<file path="config.mk">
export PLATFORM = sky130hd
export DESIGN_NAME = spi1m_master
export DESIGN_NICKNAME = d
export VERILOG_FILES = /design/src/rtl/spi1m_pkg.sv /design/src/rtl/spi1m_tick.sv /design/src/rtl/spi1m_shift.sv /design/src/rtl/spi1m_ctrl.sv /design/src/rtl/spi1m_master.sv
export SDC_FILE = /design/constraint.sdc
export NUM_CORES = 1
export LEC_CHECK = 0
export ABC_AREA = 0
export BUFFER_PORTS_ARGS = -buffer_cell sky130_fd_sc_hd__buf_2
export CAP_MARGIN = 25
export CORE_ASPECT_RATIO = 0.6
export CORE_MARGIN = 4
export CORE_UTILIZATION = 50
export DETAILED_ROUTE_END_ITERATION = 7
export GPL_TIMING_DRIVEN = 0
export PLACE_DENSITY = 0.71
export REMOVE_ABC_BUFFERS = 1
export SLEW_MARGIN = 30
export SYNTH_ARGS = -nofsm -noshare
export SYNTH_HDL_FRONTEND = slang
export SYNTH_SLANG_ARGS = --single-unit
export TNS_END_PERCENT = 100
</file>
<file path="constraint.sdc">
create_clock -name clk -period 9.4 [get_ports clk]
set_input_delay 0.47 -clock clk [delete_from_list [all_inputs] [get_ports clk]]
set_output_delay 0.47 -clock clk [all_outputs]
set_load 0.005 [all_outputs]
</file>
<file path="src/rtl/spi1m_pkg.sv">
package spi1m_pkg;

  typedef enum logic [2:0] {
    ST_IDLE  = 3'd0,
    ST_LEAD  = 3'd1,
    ST_SHIFT = 3'd2,
    ST_HOLD  = 3'd3,
    ST_LAG   = 3'd4
  } phase_e;

endpackage

</file>
<file path="src/rtl/spi1m_tick.sv">
module spi1m_tick #(
  parameter int DIV_W = 8
) (
  input  logic             clk,
  input  logic             rst_n,
  input  logic             run,
  input  logic [DIV_W-1:0] div,
  output logic             tick
);

  logic [DIV_W-1:0] cnt;

  // Half-period timer: restarts from zero whenever the sequencer pauses.
  always_ff @(posedge clk) begin
    if (!rst_n)          cnt <= '0;
    else if (!run)       cnt <= '0;
    else if (cnt == div) cnt <= '0;
    else                 cnt <= cnt + DIV_W'(1);
  end

  assign tick = run && (cnt == div);

endmodule

</file>
<file path="src/rtl/spi1m_shift.sv">
module spi1m_shift #(
  parameter int MAX_BITS = 32,
  parameter int LEN_W    = 6
) (
  input  logic                clk,
  input  logic                rst_n,
  input  logic                load,
  input  logic [MAX_BITS-1:0] tx_word,
  input  logic [LEN_W-1:0]    nbits,
  input  logic                edge_go,
  input  logic                miso,
  output logic                mosi,
  output logic                last,
  output logic                rx_valid,
  output logic [MAX_BITS-1:0] rx_word
);

  localparam int EC_W = LEN_W + 1;

  logic [MAX_BITS-1:0] tx_sr;
  logic [MAX_BITS-1:0] rx_sr;
  logic [EC_W-1:0]     ecnt;
  logic [EC_W-1:0]     last_idx;
  logic [LEN_W-1:0]    pad;
  logic                odd_next;

  assign pad      = LEN_W'(MAX_BITS) - nbits;
  assign last_idx = {nbits, 1'b0} - EC_W'(1);
  assign last     = (ecnt == last_idx);
  assign odd_next = ~ecnt[0];

  always_ff @(posedge clk) begin
    if (!rst_n) begin
      tx_sr    <= '0;
      rx_sr    <= '0;
      ecnt     <= '0;
      mosi     <= 1'b0;
      rx_valid <= 1'b0;
      rx_word  <= '0;
    end else begin
      rx_valid <= 1'b0;
      if (load) begin
        // MSB of the programmed word is moved to the top of the register.
        tx_sr <= tx_word << pad;
        rx_sr <= '0;
        ecnt  <= '0;
      end else if (edge_go) begin
        ecnt <= ecnt + EC_W'(1);
        if (odd_next) begin
          mosi  <= tx_sr[MAX_BITS-1];
          tx_sr <= {tx_sr[MAX_BITS-2:0], 1'b0};
        end else begin
          rx_sr <= {rx_sr[MAX_BITS-2:0], miso};
          if (last) begin
            rx_word  <= {rx_sr[MAX_BITS-2:0], miso};
            rx_valid <= 1'b1;
          end
        end
      end
    end
  end

endmodule

</file>
<file path="src/rtl/spi1m_ctrl.sv">
module spi1m_ctrl
  import spi1m_pkg::*;
#(
  parameter int DLY_W = 4
) (
  input  logic             clk,
  input  logic             rst_n,
  input  logic             tx_valid,
  input  logic             hold,
  input  logic [DLY_W-1:0] lead,
  input  logic [DLY_W-1:0] lag,
  input  logic             tick,
  input  logic             last,
  output logic             tx_ready,
  output logic             load,
  output logic             edge_go,
  output logic             run,
  output logic             busy,
  output logic             in_idle
);

  phase_e           st;
  logic [DLY_W-1:0] dly;
  logic [DLY_W-1:0] lead_eff;
  logic [DLY_W-1:0] lag_eff;
  logic             dly_end;

  assign lead_eff = (lead == '0) ? DLY_W'(1) : lead;
  assign lag_eff  = (lag  == '0) ? DLY_W'(1) : lag;
  assign dly_end  = (dly == DLY_W'(1));

  assign tx_ready = (st == ST_IDLE) || (st == ST_HOLD);
  assign load     = tx_valid && tx_ready;
  assign busy     = (st != ST_IDLE);
  assign in_idle  = (st == ST_IDLE);
  assign run      = (st == ST_LEAD) || (st == ST_SHIFT) || (st == ST_LAG);
  assign edge_go  = tick && ((st == ST_SHIFT) || ((st == ST_LEAD) && dly_end));

  always_ff @(posedge clk) begin
    if (!rst_n) begin
      st  <= ST_IDLE;
      dly <= '0;
    end else begin
      unique case (st)
        ST_IDLE: if (tx_valid) begin
          st  <= ST_LEAD;
          dly <= lead_eff;
        end
        ST_LEAD: if (tick) begin
          if (dly_end) st <= ST_SHIFT;
          else         dly <= dly - DLY_W'(1);
        end
        ST_SHIFT: if (edge_go && last) begin
          if (hold) st <= ST_HOLD;
          else begin
            st  <= ST_LAG;
            dly <= lag_eff;
          end
        end
        ST_HOLD: begin
          if (tx_valid) st <= ST_SHIFT;
          else if (!hold) begin
            st  <= ST_LAG;
            dly <= lag_eff;
          end
        end
        ST_LAG: if (tick) begin
          if (dly_end) st <= ST_IDLE;
          else         dly <= dly - DLY_W'(1);
        end
        default: st <= ST_IDLE;
      endcase
    end
  end

endmodule

</file>
<file path="src/rtl/spi1m_master.sv">
module spi1m_master #(
  parameter int MAX_BITS = 32,
  parameter int MIN_BITS = 4,
  parameter int DIV_W    = 8,
  parameter int DLY_W    = 4,
  localparam int LEN_W   = $clog2(MAX_BITS + 1)
) (
  input  logic                clk,
  input  logic                rst_n,
  input  logic                cfg_cpol,
  input  logic [LEN_W-1:0]    cfg_len,
  input  logic [DIV_W-1:0]    cfg_div,
  input  logic [DLY_W-1:0]    cfg_lead,
  input  logic [DLY_W-1:0]    cfg_lag,
  input  logic                cfg_hold,
  input  logic                cfg_three_pin,
  input  logic                tx_valid,
  output logic                tx_ready,
  input  logic [MAX_BITS-1:0] tx_data,
  output logic                rx_valid,
  output logic [MAX_BITS-1:0] rx_data,
  output logic                busy,
  output logic                sclk,
  output logic                mosi,
  input  logic                miso,
  output logic                cs_n
);

  logic [LEN_W-1:0] nbits;
  logic tick, run, load, edge_go, last, in_idle, sclk_q;

  always_comb begin
    if (cfg_len < LEN_W'(MIN_BITS))      nbits = LEN_W'(MIN_BITS);
    else if (cfg_len > LEN_W'(MAX_BITS)) nbits = LEN_W'(MAX_BITS);
    else                                 nbits = cfg_len;
  end

  spi1m_tick #(.DIV_W(DIV_W)) u_tick (
    .clk(clk), .rst_n(rst_n), .run(run), .div(cfg_div), .tick(tick)
  );

  spi1m_ctrl #(.DLY_W(DLY_W)) u_ctrl (
    .clk(clk), .rst_n(rst_n), .tx_valid(tx_valid), .hold(cfg_hold),
    .lead(cfg_lead), .lag(cfg_lag), .tick(tick), .last(last),
    .tx_ready(tx_ready), .load(load), .edge_go(edge_go), .run(run),
    .busy(busy), .in_idle(in_idle)
  );

  spi1m_shift #(.MAX_BITS(MAX_BITS), .LEN_W(LEN_W)) u_shift (
    .clk(clk), .rst_n(rst_n), .load(load), .tx_word(tx_data), .nbits(nbits),
    .edge_go(edge_go), .miso(miso), .mosi(mosi), .last(last),
    .rx_valid(rx_valid), .rx_word(rx_data)
  );

  // Serial clock: parks at the polarity level when idle, toggles per edge.
  always_ff @(posedge clk) begin
    if (!rst_n)       sclk_q <= 1'b0;
    else if (in_idle) sclk_q <= cfg_cpol;
    else if (edge_go) sclk_q <= ~sclk_q;
  end

  assign sclk = sclk_q;
  assign cs_n = cfg_three_pin ? 1'b0 : ~busy;

endmodule

</file>
==> impl_metrics.env <==
export IMPL_cts_root_buf="clkbuf_16"
export IMPL_outcome="completed"
export IMPL_final_net_count=946
export IMPL_numCtsBuffers=17
export IMPL_antenna_found_initial=0
export IMPL_post_place_ws_ns=4.81
export IMPL_period_share_pct=45.0
export IMPL_worstPathCellList="buf_2, nor3_4, nor2_8, inv_6, ha_2, or2_2, o32a_1, xnor2_1, nor4_2, buf_2, buf_4, buf_2, buf_2, buf_2, buf_2, a21oi_1, o211a_1"
export IMPL_num_io_pins=99
export IMPL_hold_viol_final=0
export IMPL_worst_path_most_repeated_cell="buf_2"
export IMPL_grt_busiest_layer="met1"
export IMPL_drive_gt1_share_pct=23.3
export IMPL_rsz0062_at_grt="false"
export IMPL_critPathCapture="u_ctrl.st[1]"
export IMPL_use_met1_pct=36.1
export IMPL_drcViolationCount=0
export IMPL_synth_xor_area_share_pct=3.31
export IMPL_grt_pass1_wl_um=31000
export IMPL_synth_most_common_cell="dfxtp_1"
export IMPL_io_buffer_count=98
export IMPL_synthArstFlopShare_pct=0
export IMPL_synth_common_cells="dfxtp_1, nand2_1, nor2_1"
export IMPL_clk_pin_slew_worst_paths_ns=0.06
export IMPL_reg2reg_slack_ns=5.21
export IMPL_drtIter0Drc=692
export IMPL_p_sw_share_pct=27.8
export IMPL_worst_slack_ns=5.17
export IMPL_vdd_drop_max_uv=122
export IMPL_slowest_delay_ns=0.78
export IMPL_cp_max_fo=19
export IMPL_synth_cell_types=80
export IMPL_crit_arrival_ns=4.51
export IMPL_dr_pass1_iters=5
export IMPL_synthMuxAreaShare_pct=20.6
export IMPL_area_growth_pct=17.8
export IMPL_ant_nets=0
export IMPL_finalSetupViolations=0
export IMPL_fin_area_um2=8410
export IMPL_synth_area_leaders="dfxtp_1, mux2i_1, nand2_1"
export IMPL_detailed_place_hpwl_um=13700
export IMPL_worst_path_stages=17
export IMPL_synth_top_cell_area_share_pct=33.6
export IMPL_grt_overflow=0
export IMPL_clock_sinks=120
export IMPL_rr_startpoint="u_ctrl.st[1]"
export IMPL_ctsResizeCount=0
export IMPL_combPwrFrac_pct=17.2
export IMPL_leakage_uw=0.00325
export IMPL_vias=6525
export IMPL_maxCapViolCount=0
export IMPL_syn_avg_cell_area_um2=8.86
export IMPL_crit_path_top_delay_cell="o32a_1"
export IMPL_ctsHoldBuffers=0
export IMPL_htreeDepth=4
export IMPL_start_kind="input pin"
export IMPL_crit_type="input pin to flop"
export IMPL_ys_flop_type="dfxtp_1"
export IMPL_initial_utilization_pct=51.6
export IMPL_grt_use_met2_pct=31.4
export IMPL_crit_path_end_kind="flop"
export IMPL_die_area_um2=16300
export IMPL_postCtsSetupBuffers=0
export IMPL_ys_seq_area_share_pct=33.6
export IMPL_die_w_um=162
export IMPL_grt_start_max_net_pins=41
export IMPL_core_region_area_um2=13800
export IMPL_grt_usage_pct=23.3
export IMPL_clockBufferDepth=2
export IMPL_place_area_um2=7780
export IMPL_num_antenna_cells=0
export IMPL_p_switching_uw=408
export IMPL_syn_area_um2=7140
export IMPL_worstSetupStartpoint="cfg_len[2]"
export IMPL_clkLatencyLatePin_ns=0.40
export IMPL_critPathBufInv=8
export IMPL_synth_compound_area_share_pct=17.3
export IMPL_synthSimpleGateAreaFrac_pct=19.3
export IMPL_met3_usage_pct=7.64
export IMPL_min_period_ns=4.23
export IMPL_clkPwrFrac_pct=45.8
export IMPL_grt_pass1_vias=5906
export IMPL_gp_congestion=0.909
export IMPL_ys_seq_elements=120
export IMPL_p_int_uw=1060
export IMPL_synth_top_family_by_area="multiplexers"
export IMPL_p_per_area_nw_per_um2=174
export IMPL_cp_required_ns=9.68
export IMPL_worstMarginPinSlew_ns=1.02
export IMPL_reg2reg_depth=12
export IMPL_yosysTopAreaCell="dfxtp_1"
export IMPL_die_y_um=101
export IMPL_drt_total_wl_um=19100
export IMPL_finClkSkew_ns=0.0119
export IMPL_cts_tree="built"
export IMPL_sequentialPowerShare_pct=37.0
export IMPL_wl_per_cell_um=17.6
export IMPL_ys_warn_count=0
export IMPL_reg2reg_to="u_ctrl.st[1]"
export IMPL_hold_class="input pin to flop"
export IMPL_viasPerCell=6.01
export IMPL_slew_headroom_pct=31.4
export IMPL_final_max_slew_viol_count=0
export IMPL_syn_inst=806
export IMPL_rows=33
export IMPL_fmax_mhz=236
export IMPL_synthAdderAreaFrac_pct=0.876
export IMPL_synth_edf_count=0
export IMPL_path_delay_family="buffers and inverters"
==> placed cells by master, fill, tap and decap left out, drive strengths merged, types with 4 or more instances in the layout <==
cell,n
nand4,11
nor2,84
clkinv,5
mux4,29
a211oi,6
ha,5
mux2i,67
o21a,4
nand2,104
a21oi,55
nand3,20
o21ai,35
xnor2,17
o211a,5
nor3,26
xor2,10
inv,20
and3,10
o22ai,10
o211ai,9
clkbuf,17
or3,5
dfxtp,120
a31oi,5
or2,5
nand2b,7
o21ba,4
buf,115
o31a,5
nor4,7
mux2,9
o32ai,4
==> power groups by stage <==
stage	Combinational [uW]	Clock [uW]	Sequential [uW]
after CTS	245	683	542
after global routing	272	711	544
final	252	672	543
after detailed placement	244	0	552
after global placement	237	0	552
after floorplan	168	0	548
==> worst min path at each step <==
stage / startpoint / to / cells after the start
CTS: miso / u_shift.rx_sr[0] / 3
detailed placement: u_shift.mosi / u_shift.mosi / 2
floorplan: u_shift.rx_sr[30] / u_shift.rx_sr[30] / 2
finish: miso / u_shift.rx_sr[0] / 3
global route: miso / u_shift.rx_sr[0] / 3
global placement: u_shift.mosi / u_shift.mosi / 2
==> per-stage QoR <==
step / std cells / setup TNS, ns / hold slack (ns) / utilization [%] / total power [uW]
3_3_place_gp: 1036 / -63.76 / 0.440 / 54.8 / 789
6_report: 1085 / 0 / 0.327 / 60.8 / 1470
5_1_grt: 1085 / 0 / 0.318 / 60.8 / 1530
2_1_floorplan: 746 / 0 / 0.432 / - / 716
3_5_place_dp: 1052 / 0 / 0.446 / 56.3 / 796
4_1_cts: 1084 / 0 / 0.314 / 60.7 / 1470
==> cells by family (layout without fill, tap and decap cells) <==
logic type                 count (synthesis)  count (layout)
adders and majority gates                  5               5
xor gates and xnor gates                  27              27
AOI/OAI and AO/OA                        182             182
DFF                                      120             120
muxes                                    105             105
buffers and inverters                     75             162
and+or+nand+nor                          292             292
==> area by class of cell <==
type                            count  area [um^2]
Fill cell                        1226         5420
Inverter                           15         62.6
Clock inverter                     15          191
Multi-Input combinational cell    611         4440
Tap cell                          192          240
Timing Repair Buffer              115          646
Sequential cell                   120         2400
Clock buffer                       17          425
==> registers in the layout (all words and copies together), names as in the netlist <==
name,cells
u_ctrl.dly,4
u_shift.mosi,1
u_ctrl.st,3
sclk,1
u_tick.cnt,8
u_shift.tx_sr,32
u_shift.rx_sr,31
u_shift.rx_valid,1
u_shift.rx_word,32
u_shift.ecnt,7
==> metal layers <==
layer	share of wire [%]	wire length, um
met5	0	0
met4	0.55	104
met3	10	1990
met2	41	7770
met1	48	9220
==> worst register-to-register path: cells and delay by family, from the launching register on <==
| kind | cells | cell delay, ns |
|---|---|---|
| AO/OA/AOI/OAI | 3 | 0.44 |
| buffers and inverters | 6 | 1.27 |
| flip-flops | 1 | 0.73 |
| AND/OR/NAND/NOR | 3 | 1.65 |
No activity file was read; power rests on OpenSTA's default activity.
